## config.mk

```make
export PLATFORM = sky130hd
export DESIGN_NAME = sspi_regport
export DESIGN_NICKNAME = d
export VERILOG_FILES = /design/src/rtl/sspi_pkg.sv /design/src/rtl/sspi_sync.sv /design/src/rtl/sspi_shift.sv /design/src/rtl/sspi_ctrl.sv /design/src/rtl/sspi_regport.sv
export SDC_FILE = /design/constraint.sdc
export NUM_CORES = 1
export LEC_CHECK = 0
export ABC_CLOCK_PERIOD_IN_PS = 3000
export BUFFER_PORTS_ARGS = -buffer_cell sky130_fd_sc_hd__buf_2
export CORE_ASPECT_RATIO = 0.7
export CORE_MARGIN = 2
export CORE_UTILIZATION = 52
export CTS_BUF_LIST = sky130_fd_sc_hd__clkbuf_16
export DETAILED_ROUTE_END_ITERATION = 6
export GPL_TIMING_DRIVEN = 0
export PLACE_DENSITY = 0.88
export SLEW_MARGIN = 20
export SYNTH_ARGS = -nofsm -noshare
export SYNTH_HDL_FRONTEND = slang
export SYNTH_HIERARCHICAL = 1
export SYNTH_SLANG_ARGS = --single-unit
export TNS_END_PERCENT = 20
```

## constraint.sdc

```tcl
create_clock -name clk -period 3 [get_ports clk]
set_input_delay 0.45 -clock clk [delete_from_list [all_inputs] [get_ports clk]]
set_output_delay 0.45 -clock clk [all_outputs]
set_load 0.005 [all_outputs]
```

## src/rtl/sspi_pkg.sv

```systemverilog
package sspi_pkg;
   localparam int BYTE_W = 8;
   localparam int ADDR_W = 7;

   typedef enum logic [3:0] {
      ST_IDLE, ST_CMD, ST_RWAIT, ST_RDATA, ST_WDATA,
      ST_BWAIT, ST_BURST, ST_DLOAD, ST_LOCK, ST_GAP
   } sspi_state_e;
endpackage

```

## src/rtl/sspi_sync.sv

```systemverilog
module sspi_sync #(
   parameter int WIDTH = 3,
   parameter int STAGES = 2,
   parameter logic [WIDTH-1:0] RST_VAL = '1
) (
   input  logic             clk,
   input  logic             rst_n,
   input  logic [WIDTH-1:0] d,
   output logic [WIDTH-1:0] q
);
   logic [STAGES-1:0][WIDTH-1:0] chain_q;

   generate
      if (STAGES < 2) begin : g_bad_depth
         $error("sspi_sync needs at least two stages");
      end
   endgenerate

   always_ff @(posedge clk or negedge rst_n) begin
      if (!rst_n) chain_q <= {STAGES{RST_VAL}};
      else        chain_q <= {chain_q[STAGES-2:0], d};
   end

   assign q = chain_q[STAGES-1];
endmodule

```

## src/rtl/sspi_shift.sv

```systemverilog
module sspi_shift
   import sspi_pkg::*;
(
   input  logic              clk,
   input  logic              rst_n,
   input  logic              clr,
   input  logic              rise,
   input  logic              fall,
   input  logic              sdi,
   input  logic              tx_en,
   input  logic              tx_load,
   input  logic [BYTE_W-1:0] tx_data,
   output logic [BYTE_W-1:0] rx_next,
   output logic              byte_done,
   output logic              sdo
);
   logic [BYTE_W-1:0] rx_q, tx_q;
   logic [2:0]        cnt_q;
   logic              sdo_q;

   assign rx_next   = {rx_q[BYTE_W-2:0], sdi};
   assign byte_done = rise && (cnt_q == 3'd7);
   assign sdo       = sdo_q;

   always_ff @(posedge clk or negedge rst_n) begin
      if (!rst_n) begin
         rx_q  <= '0;
         cnt_q <= '0;
      end else if (clr) begin
         cnt_q <= '0;
      end else if (rise) begin
         rx_q  <= rx_next;
         cnt_q <= cnt_q + 3'd1;
      end
   end

   always_ff @(posedge clk or negedge rst_n) begin
      if (!rst_n) begin
         tx_q  <= '0;
         sdo_q <= 1'b0;
      end else if (tx_load) begin
         tx_q <= tx_data;
      end else if (fall && tx_en) begin
         sdo_q <= tx_q[BYTE_W-1];
         tx_q  <= {tx_q[BYTE_W-2:0], 1'b0};
      end
   end

   // data out moves only on a falling serial edge in a data phase
   p_sdo_on_fall_r3: assert property (@(posedge clk) disable iff (!rst_n)
      !(fall && tx_en) |=> $stable(sdo_q));
endmodule

```

## src/rtl/sspi_ctrl.sv

```systemverilog
module sspi_ctrl
   import sspi_pkg::*;
#(
   parameter int READ_WAIT = 20,
   parameter int GAP_CYC = 16,
   parameter logic [6:0] BURST_ADDR = 7'h50,
   parameter logic [6:0] DL_ADDR = 7'h62,
   parameter logic [6:0] MOTION_BASE = 7'h02,
   parameter int MOTION_LEN = 4
) (
   input  logic              clk,
   input  logic              rst_n,
   input  logic              port_ok,
   input  logic              sel,
   input  logic              byte_done,
   input  logic [BYTE_W-1:0] rx_next,
   output logic              clr,
   output logic              accept,
   output logic              tx_en,
   output logic              busy,
   output logic              drive,
   output logic              reg_wr,
   output logic              reg_rd,
   output logic [ADDR_W-1:0] reg_addr,
   output logic [BYTE_W-1:0] reg_wdata,
   output logic              mem_we,
   output logic [BYTE_W-1:0] mem_wdata
);
   localparam int CNT_MAX = (READ_WAIT > GAP_CYC) ? READ_WAIT : GAP_CYC;
   localparam int CNT_W   = $clog2(CNT_MAX + 1);
   localparam int IDX_W   = (MOTION_LEN > 1) ? $clog2(MOTION_LEN) : 1;

   sspi_state_e       st_q;
   logic [CNT_W-1:0]  cnt_q;
   logic [IDX_W-1:0]  idx_q, idx_nxt;
   logic [ADDR_W-1:0] addr_q;
   logic [BYTE_W-1:0] wdata_q, mdata_q;
   logic              wr_q, rd_q, we_q;
   logic              active;

   generate
      if (MOTION_LEN > 1 && (MOTION_LEN & (MOTION_LEN - 1)) == 0) begin : g_wrap_pow2
         assign idx_nxt = idx_q + 1'b1;
      end else begin : g_wrap_cmp
         assign idx_nxt = (idx_q == IDX_W'(MOTION_LEN - 1)) ? '0 : idx_q + 1'b1;
      end
   endgenerate

   assign active = st_q inside {ST_CMD, ST_RWAIT, ST_RDATA, ST_WDATA,
                                ST_BWAIT, ST_BURST, ST_DLOAD};
   assign tx_en  = (st_q == ST_RDATA) || (st_q == ST_BURST);
   assign busy   = (st_q == ST_RWAIT) || (st_q == ST_BWAIT);
   assign accept = sel && port_ok &&
                   (st_q inside {ST_CMD, ST_RDATA, ST_WDATA, ST_BURST, ST_DLOAD});
   assign clr    = !accept;
   assign drive  = sel && port_ok && tx_en;

   assign reg_wr    = wr_q;
   assign reg_rd    = rd_q;
   assign reg_addr  = addr_q;
   assign reg_wdata = wdata_q;
   assign mem_we    = we_q;
   assign mem_wdata = mdata_q;

   always_ff @(posedge clk or negedge rst_n) begin
      if (!rst_n) begin
         st_q    <= ST_IDLE;
         cnt_q   <= '0;
         idx_q   <= '0;
         addr_q  <= '0;
         wdata_q <= '0;
         mdata_q <= '0;
         wr_q    <= 1'b0;
         rd_q    <= 1'b0;
         we_q    <= 1'b0;
      end else begin
         wr_q <= 1'b0;
         rd_q <= 1'b0;
         we_q <= 1'b0;
         if (!port_ok || (!sel && active)) begin
            st_q  <= ST_GAP;
            cnt_q <= '0;
         end else begin
            case (st_q)
               ST_IDLE: if (sel) st_q <= ST_CMD;
               ST_CMD: if (byte_done) begin
                  addr_q <= rx_next[ADDR_W-1:0];
                  cnt_q  <= '0;
                  if (!rx_next[BYTE_W-1])                   st_q <= ST_RWAIT;
                  else if (rx_next[ADDR_W-1:0] == BURST_ADDR) begin
                     st_q  <= ST_BWAIT;
                     idx_q <= '0;
                  end
                  else if (rx_next[ADDR_W-1:0] == DL_ADDR)  st_q <= ST_DLOAD;
                  else                                      st_q <= ST_WDATA;
               end
               ST_RWAIT, ST_BWAIT: begin
                  if (cnt_q == CNT_W'(READ_WAIT - 1)) begin
                     rd_q <= 1'b1;
                     if (st_q == ST_BWAIT) begin
                        addr_q <= MOTION_BASE;
                        st_q   <= ST_BURST;
                     end else begin
                        st_q <= ST_RDATA;
                     end
                  end else begin
                     cnt_q <= cnt_q + 1'b1;
                  end
               end
               ST_RDATA: if (byte_done) st_q <= ST_LOCK;
               ST_WDATA: if (byte_done) begin
                  wr_q    <= 1'b1;
                  wdata_q <= rx_next;
                  st_q    <= ST_LOCK;
               end
               ST_BURST: if (byte_done) begin
                  idx_q  <= idx_nxt;
                  addr_q <= MOTION_BASE + ADDR_W'(idx_nxt);
                  rd_q   <= 1'b1;
               end
               ST_DLOAD: if (byte_done) begin
                  we_q    <= 1'b1;
                  mdata_q <= rx_next;
               end
               ST_LOCK: if (!sel) begin
                  st_q  <= ST_GAP;
                  cnt_q <= '0;
               end
               ST_GAP: begin
                  if (sel)                                st_q <= ST_LOCK;
                  else if (cnt_q == CNT_W'(GAP_CYC - 1))  st_q <= ST_IDLE;
                  else                                    cnt_q <= cnt_q + 1'b1;
               end
               default: st_q <= ST_GAP;
            endcase
         end
      end
   end

   // at most one bus strobe per cycle
   p_strobe_onehot_r2: assert property (@(posedge clk) disable iff (!rst_n)
      $onehot0({wr_q, rd_q, we_q}));

   // a gated port raises no strobe in the next cycle
   p_off_quiet_r10: assert property (@(posedge clk) disable iff (!rst_n)
      !port_ok |=> !(wr_q || rd_q || we_q));

   // deselect during an exchange lands in the idle gap
   p_deselect_abort_r7: assert property (@(posedge clk) disable iff (!rst_n)
      (!sel && active) |=> (st_q == ST_GAP));

   // the gap never leads straight into a command
   p_gap_no_cmd_r8: assert property (@(posedge clk) disable iff (!rst_n)
      (st_q == ST_GAP) |=> (st_q inside {ST_GAP, ST_LOCK, ST_IDLE}));
endmodule

```

## src/rtl/sspi_regport.sv

```systemverilog
module sspi_regport
   import sspi_pkg::*;
#(
   parameter int SYNC_STAGES = 2,
   parameter int READ_WAIT = 20,
   parameter int GAP_CYC = 16,
   parameter logic [6:0] BURST_ADDR = 7'h50,
   parameter logic [6:0] DL_ADDR = 7'h62,
   parameter logic [6:0] MOTION_BASE = 7'h02,
   parameter int MOTION_LEN = 4
) (
   input  logic       clk,
   input  logic       rst_n,
   input  logic       sleep_n,
   input  logic       chip_rst,
   input  logic       spi_sck,
   input  logic       spi_cs_n,
   input  logic       spi_sdi,
   output logic       spi_sdo,
   output logic       spi_sdo_en,
   output logic       busy,
   output logic       reg_wr,
   output logic       reg_rd,
   output logic [6:0] reg_addr,
   output logic [7:0] reg_wdata,
   input  logic [7:0] reg_rdata,
   output logic       mem_we,
   output logic [7:0] mem_wdata
);
   generate
      if (READ_WAIT < 1 || GAP_CYC < 1 || MOTION_LEN < 1 || SYNC_STAGES < 2)
      begin : g_bad_param
         $error("sspi_regport: illegal parameter value");
      end
   endgenerate

   logic [2:0]        pins_s;
   logic              sck_s, cs_n_s, sdi_s, sck_d;
   logic              rise, fall, rise_g, fall_g;
   logic              port_ok, sel;
   logic              clr, accept, tx_en;
   logic              byte_done;
   logic [BYTE_W-1:0] rx_next;

   sspi_sync #(.WIDTH(3), .STAGES(SYNC_STAGES), .RST_VAL(3'b110)) u_sync (
      .clk(clk), .rst_n(rst_n),
      .d({spi_sck, spi_cs_n, spi_sdi}), .q(pins_s));

   assign {sck_s, cs_n_s, sdi_s} = pins_s;

   always_ff @(posedge clk or negedge rst_n) begin
      if (!rst_n) sck_d <= 1'b1;
      else        sck_d <= sck_s;
   end

   assign rise    = sck_s && !sck_d;
   assign fall    = !sck_s && sck_d;
   assign port_ok = sleep_n && !chip_rst;
   assign sel     = !cs_n_s;
   assign rise_g  = rise && accept;
   assign fall_g  = fall && accept;

   sspi_shift u_shift (
      .clk(clk), .rst_n(rst_n), .clr(clr), .rise(rise_g), .fall(fall_g),
      .sdi(sdi_s), .tx_en(tx_en), .tx_load(reg_rd), .tx_data(reg_rdata),
      .rx_next(rx_next), .byte_done(byte_done), .sdo(spi_sdo));

   sspi_ctrl #(
      .READ_WAIT(READ_WAIT), .GAP_CYC(GAP_CYC), .BURST_ADDR(BURST_ADDR),
      .DL_ADDR(DL_ADDR), .MOTION_BASE(MOTION_BASE), .MOTION_LEN(MOTION_LEN)
   ) u_ctrl (
      .clk(clk), .rst_n(rst_n), .port_ok(port_ok), .sel(sel),
      .byte_done(byte_done), .rx_next(rx_next), .clr(clr), .accept(accept),
      .tx_en(tx_en), .busy(busy), .drive(spi_sdo_en), .reg_wr(reg_wr),
      .reg_rd(reg_rd), .reg_addr(reg_addr), .reg_wdata(reg_wdata),
      .mem_we(mem_we), .mem_wdata(mem_wdata));

   // no serial edge is taken while the read wait runs
   p_busy_blocks_edges_r4: assert property (@(posedge clk) disable iff (!rst_n)
      busy |-> !(rise_g || fall_g));

   // pad enable only while the synchronised select is low
   p_sdo_en_selected_r9: assert property (@(posedge clk) disable iff (!rst_n)
      spi_sdo_en |-> (sel && port_ok));
endmodule

```

-- Word-level counts from Yosys, hierarchy flattened
Index checks and enable logic that the tools add are counted.
- register bits: 63
- latch bits: 0
- RAM bits: 0
- memory bits (read-only): 0
- bits of input ports: 15
- output and inout bits: 29
- word-level logic and storage cells: 132
- memories kept: 0
- $add $sub $neg: 4
- multipliers: 0
- divide/modulo/power cells: 0
- order comparisons: 0
- equality and inequality tests: 31
- shift operators: 0
- muxes and demuxes: 42
- bitwise operators: 2
- reduce and logical (&&, ||, !) cells: 37
- operators by type and width (cell ; count):
    $mux 4 ; 10
    $mux 5 ; 6
    $mux 7 ; 4
    $pmux 4 s7 ; 1
    $pmux 7 s3 ; 1
    $pmux 5 s4 ; 1
    $reduce_and 6->1 ; 3
    $eq 4x3->1 const B ; 4
    $mux 8 ; 2
    $ne 3x2->1 const B ; 5
    $eq 7x7->1 const B ; 2
    $logic_and 1x1->1 ; 11
    $mux 2 ; 5
    $ne 2x1->1 const B ; 5
    $reduce_bool 5->1 ; 2
    $mux 3 ; 3
    $eq 4x2->1 const B ; 2
    $eq 4x4->1 const B ; 2
    $mux 1 ; 7
    $reduce_and 7->1 ; 1
    $reduce_bool 7->1 ; 1
    $ne 2x2->1 const B ; 3
    $ne 3x1->1 const B ; 2
    $reduce_and 3->1 ; 2
    other kinds (20) ; 31

-- Depth between registers and ports, before layout
- word-level depth: 9
- gate-level depth with buffers: 12
- mapped depth without buffers: 11

-- Cells and area by module
Netlist, hierarchy kept.
- by module, submodules not included (module ; times used ; cells each ; area an instance (µm²) ; seq. area each (µm²)):
    sspi_ctrl ; 1 ; 211 ; 2293.4 ; 925.9
    sspi_shift ; 1 ; 77 ; 918.4 ; 475.5
    sspi_sync ; 1 ; 9 ; 177.7 ; 155.1
    sspi_regport ; 1 ; 5 ; 53.8 ; 26.3

-- Worst setup path after synthesis
OpenSTA, ideal clock, no wires.
- path type: register -> register
- from: reg u_sync.chain_q (netlist bit u_sync/q[1])
- to: reg u_ctrl.addr_q[0], in the netlist u_ctrl/reg_addr[0]
- library setup time: 0.125 ns
- data arrival time: 2.688 ns
- data required time: 2.875 ns
- path slack: 0.187 ns
- cell stages (with the launch flop): 12
- path buffers: 1
- clock period less this slack: 2.813 ns
- cell sequence: dfstp_2 -> buf_4 -> inv_1 -> nor2b_1 -> nand4_1 -> inv_1 -> and3b_1 -> and2_2 -> a31oi_1 -> a2111oi_4 -> nand2_4 -> mux2_4
- longest elaborated chain between the ends: 7
- elaborated cells on any way between the ends: 11
- those cells by class: eq/ne: 2; bitwise: 1; reduce/logical: 8
- RTL lines (what ; RTL line ; source):
    from (decl) ; sspi_sync.sv:11 ; logic [STAGES-1:0][WIDTH-1:0] chain_q;
    from (signal assigned) ; sspi_sync.sv:20 ; if (!rst_n) chain_q <= {STAGES{RST_VAL}};
    from (signal assigned) ; sspi_sync.sv:21 ; else chain_q <= {chain_q[STAGES-2:0], d};
    $logic_not 1->1 (*) ; sspi_regport.sv:59 ; assign sel = !cs_n_s;
    net sel ; sspi_regport.sv:40 ; logic port_ok, sel;
    $logic_and 1x1->1 (*) (2 in a row) ; sspi_ctrl.sv:53 ; assign accept = sel && port_ok &&
    net accept ; sspi_regport.sv:41 ; logic clr, accept, tx_en;
    $logic_and 1x1->1 (*) ; sspi_regport.sv:60 ; assign rise_g = rise && accept;
    net rise_g ; sspi_regport.sv:39 ; logic rise, fall, rise_g, fall_g;
    $logic_and 1x1->1 (*) ; sspi_shift.sv:22 ; assign byte_done = rise && (cnt_q == 3'd7);
    net byte_done ; sspi_regport.sv:42 ; logic byte_done;
    $ne 2x2->1 (no source line) ; -- ;
    $reduce_and 6->1 (no source line) (*) ; -- ;
    to (signal assigned) ; sspi_ctrl.sv:87 ; addr_q <= rx_next[ADDR_W-1:0];
    to (signal assigned) ; sspi_ctrl.sv:118 ; addr_q <= MOTION_BASE + ADDR_W'(idx_nxt);
    to (decl) ; sspi_ctrl.sv:36 ; logic [ADDR_W-1:0] addr_q;
Mark *: on every way through the listed nets, which the timed path passes. The rest lies on a longest branch.
A chain may end at the register's enable or synchronous reset.

-- Final worst setup path
- from: reg u_ctrl.st_q[0]
- to: reg u_ctrl.st_q[3]
- longest elaborated chain between the ends: 7
- elaborated cells on any way between the ends: 30
- those cells by class: eq/ne: 16; mux: 2; reduce/logical: 12
- RTL lines (what ; RTL line ; source):
    from (decl) ; sspi_ctrl.sv:33 ; sspi_state_e st_q;
    from (signal assigned) ; sspi_ctrl.sv:67 ; st_q <= ST_IDLE;
    from (signal assigned) ; sspi_ctrl.sv:81 ; st_q <= ST_GAP;
    from (signal assigned) ; sspi_ctrl.sv:85 ; ST_IDLE: if (sel) st_q <= ST_CMD;
    $eq 4x1->1, or another cell as far along ; sspi_ctrl.sv:54 ; (st_q inside {ST_CMD, ST_RDATA, ST_WDATA, ST_BURST, ST_DLOAD});
    $reduce_bool 5->1 (*) ; sspi_ctrl.sv:54 ;
    $logic_and 1x1->1 (*) ; sspi_ctrl.sv:53 ;
    net accept ; sspi_regport.sv:41 ;
    $logic_and 1x1->1 (*) ; sspi_regport.sv:60 ;
    net rise_g ; sspi_regport.sv:39 ;
    $logic_and 1x1->1 (*) ; sspi_shift.sv:22 ;
    net byte_done ; sspi_regport.sv:42 ;
    $ne 3x1->1 (no source line) / $ne 3x3->1 (equally long branches) ; -- ;
    $reduce_and 7->1 (no source line) (*) ; -- ;
Marks and branches as above.

==> results.py <==
metrics = {
    "floorplanning": {
        "core_area_sq_mm": 0.006306,
        "die_x_microns": 101.3,
        "rows": 24,
        "ios": 44,
        "dieHeight_microns": 72.08,
        "initial_core_util": 0.5460,
        "dieArea_sq_mm": 0.007299,
    },
    "layout": {
        "regArea_sq_mm": 0.001583,
        "area.growth.synth_to_final_pct": 19.77,
        "diodes": 0,
        "fin_nets": 380,
        "nFillCells": 468,
        "fin_area_sq_mm": 0.004124,
        "multiInputGateArea_sq_mm": 0.001627,
        "drive_above_1_share": 0.3962,
    },
    "routing": {
        "routed-via-count": 2614,
        "wl_per_cell_microns": 17.60,
        "ant_nets": 0,
        "drt_iter0_markers": 212,
        "dr.pass1.iters": 5,
        "vias_per_cell": 5.887,
        "drc_errors": 0,
        "routed_wl_microns": 7816,
    },
    "grt": {
        "grt_max_degree": 64,
        "grt_antenna_before_repair": 0,
        "met1_usage": 0.3146,
        "grt_usage": 0.2295,
        "grt_util_met2": 0.3473,
        "globalRoute.totalOverflow": 0,
        "busiest_layer": "met2",
        "use_met3": 0.08863,
        "grt_pass1_vias": 2565,
        "grt_pass1_wl_microns": 12720,
    },
    "placed_design": {
        "pre_cts_slack_ns": -0.4320,
        "place_hpwl_microns": 5337,
        "port_buffers": 43,
        "gp_congestion": 0.9385,
        "placed_area_sq_mm": 0.003759,
    },
    "setup_path": {
        "critPathLaunchType": "register",
        "endpoint_kind": "register",
        "cpMaxStageDelayCell": "dfrtp_1",
        "worstSetupPathType": "reg -> reg",
        "critPathBufInv": 5,
        "r2r_cells": 13,
        "cp_cell_sequence": "buf_4 -> clkbuf_8 -> or2_2 -> nand4_1 -> buf_4 -> inv_1 -> and3b_2 -> and2_4 -> inv_1 -> a21oi_1 -> o32a_2 -> a31oi_4 -> mux2_4",
        "worst-path-max-fanout": 10,
        "cpPeakStageDelay_ns": 0.39,
        "cp.depth": 13,
        "cp.required_ns": 3.22,
        "cp.arrival_ns": 3.13,
        "crit_family": "simple AND/OR/NAND/NOR gates",
    },
    "synthesis": {
        "ys.flop_type": "dfrtp_1",
        "synth_seq_cells": 63,
        "synth-async-reset-ratio": 1.000,
        "syn_area_per_cell_sq_um": 11.40,
        "netlist_instances": 302,
        "syn_area_sq_mm": 0.003443,
        "yosys.cell_types.count": 75,
        "synth-seq-area-share": 0.4597,
        "synth_fp_nets": 321,
        "synth_warnings": 6,
        "synth_edf_count": 0,
    },
    "sta": {
        "worstMarginPinSlew_ns": 0.7825,
        "fin_setup_tns_ns": 0,
        "finClkSkew_ns": 0.007764,
        "slew_headroom": 0.4783,
        "drv_slew": 0,
        "setup_viol_count_final": 0,
        "max_freq_mhz": 343.0,
        "post-route-worst-setup-slack_ns": 0.08459,
        "min_period_ns": 2.915,
        "fin_crit_sh": 0.9718,
        "hold_viol": 0,
    },
    "clocking": {
        "max-clock-path-buffers": 2,
        "cts_buffers": 9,
        "ctsHtreeMaxLevel": 3,
        "cts.sinks": 63,
        "cts-root-buf": "clkbuf_16",
        "holdBufCountCts": 0,
        "cts.clk_slew.worst_paths_ns": 0.06,
        "insertion_delay_ns": 0.33,
        "cts_tree": "yes",
    },
    "pwr": {
        "powerDensity_mw_per_mm2": 503.4,
        "p_leak_nw": 1.972,
        "ir_drop_mv": 0.4511,
    },
    "hold_path": {
        "hp-class": "in -> async",
    },
    "flow_run": {
        "cap_violations": 0,
    },
    "run_status": {
        "outcome": "complete, no violations",
    },
}
synth_stat cells, types with 5 or more instances:
cell type | instances | area, sq um
inv_1 | 19 | 71.32
dfstp_2 | 5 | 131.4
a21oi_1 | 7 | 35.03
nor3_1 | 6 | 30.03
nand2b_1 | 12 | 75.07
nand2_1 | 22 | 82.58
clkbuf_8 | 6 | 82.58
mux2i_1 | 11 | 110.1
o21ai_0 | 5 | 25.02
nand4b_1 | 8 | 70.07
dfrtp_1 | 58 | 1451
mux2_2 | 25 | 281.5
nor2_1 | 12 | 45.04
o211ai_1 | 6 | 45.04
stage by stage:
step | utilization | hold WS (ns) | instances | total power [mW]
3_5_place_dp | 0.5960 | 0.3347 | 423 | 1.117
3_3_place_gp | 0.5956 | 0.3339 | 423 | 1.110
4_1_cts | 0.6480 | 0.2091 | 441 | 2.085
6_report | 0.6540 | 0.1911 | 444 | 2.076
2_1_floorplan | - | 0.1544 | 302 | 1.042
5_1_grt | 0.6540 | 0.1975 | 444 | 2.167
path summary, 6_finish.rpt:
path | to | slack [ns] | startpoint
min in group clk | u_sync/chain_q[1] | 0.22 | spi_cs_n
worst max-delay path | u_ctrl/st_q[3] | 0.08 | u_ctrl/st_q[0]
max in group asynchronous | u_ctrl/idx_q[0] | 2.28 | rst_n
worst min register to register | u_sync/q[0] | 0.35 | u_sync/chain_q[0]
worst max register to register | u_ctrl/st_q[3] | 0.08 | u_ctrl/st_q[0]
worst min-delay path | u_ctrl/cnt_q[2] | 0.19 | rst_n
cell usage in the layout, fill, tap and decap left out, drive strengths merged, types with 5 or more instances in the layout:
master / synthesis / routed
a21oi: 7 / 7
buf: 12 / 60
clkbuf: 9 / 18
dfrtp: 58 / 58
dfstp: 5 / 5
inv: 19 / 22
mux2: 29 / 29
mux2i: 11 / 11
nand2: 23 / 23
nand2b: 12 / 12
nand4b: 8 / 8
nor2: 13 / 13
nor3: 7 / 7
o211ai: 6 / 6
o21ai: 6 / 6
flip-flops by register name, summed over array words and instances, names as in the netlist, 2 cells and up:
name / flops
u_ctrl/cnt_q: 5
u_ctrl/idx_q: 2
u_ctrl/mem_wdata: 8
u_ctrl/reg_addr: 7
u_ctrl/reg_wdata: 8
u_ctrl/st_q: 4
u_shift/cnt_q: 3
u_shift/rx_q: 7
u_shift/tx_q: 8
u_sync/chain_q: 3
u_sync/q: 3
routing by layer:
metal  up-vias  part of all wire
met5         -                 0
met4         0            0.0078
met3         8             0.085
met2       139              0.47
met1      1269              0.44
li1       1198                 -
cell families after synthesis:
logic type	count (synthesis)	synth area share
AOI/OAI and AO/OA	51	0.1279
xor gates and xnor gates	3	0.007632
adders and majority gates	4	0.01454
buffers and inverters	40	0.07558
DFF	63	0.4597
muxes	40	0.1312
and+or+nand+nor	101	0.1835
layout make-up:
cell class,count,share of cell area
buffer,20,0.04612
clock buffer,9,0.05461
clock inverter,7,0.01335
inverter,19,0.01729
multi-input combinational,199,0.3944
sequential,63,0.3838
tap,78,0.02367
timing repair buffer,49,0.06675
repair_timing:
action	CTS	global route
setup endpoints to repair	33	24
buffers inserted	3	3
pin swaps	3	2
resized for setup	5	5
power breakdown:
group	leakage (nW)	switching [mW]	total (mW)	internal (mW)
registers	0.780	0.0162	0.901	0.885
logic	1.06	0.112	0.207	0.0944
clock network	0.133	0.402	0.968	0.566
total	1.97	0.530	2.08	1.55
Note: power is estimated with default switching activity, not from simulation.
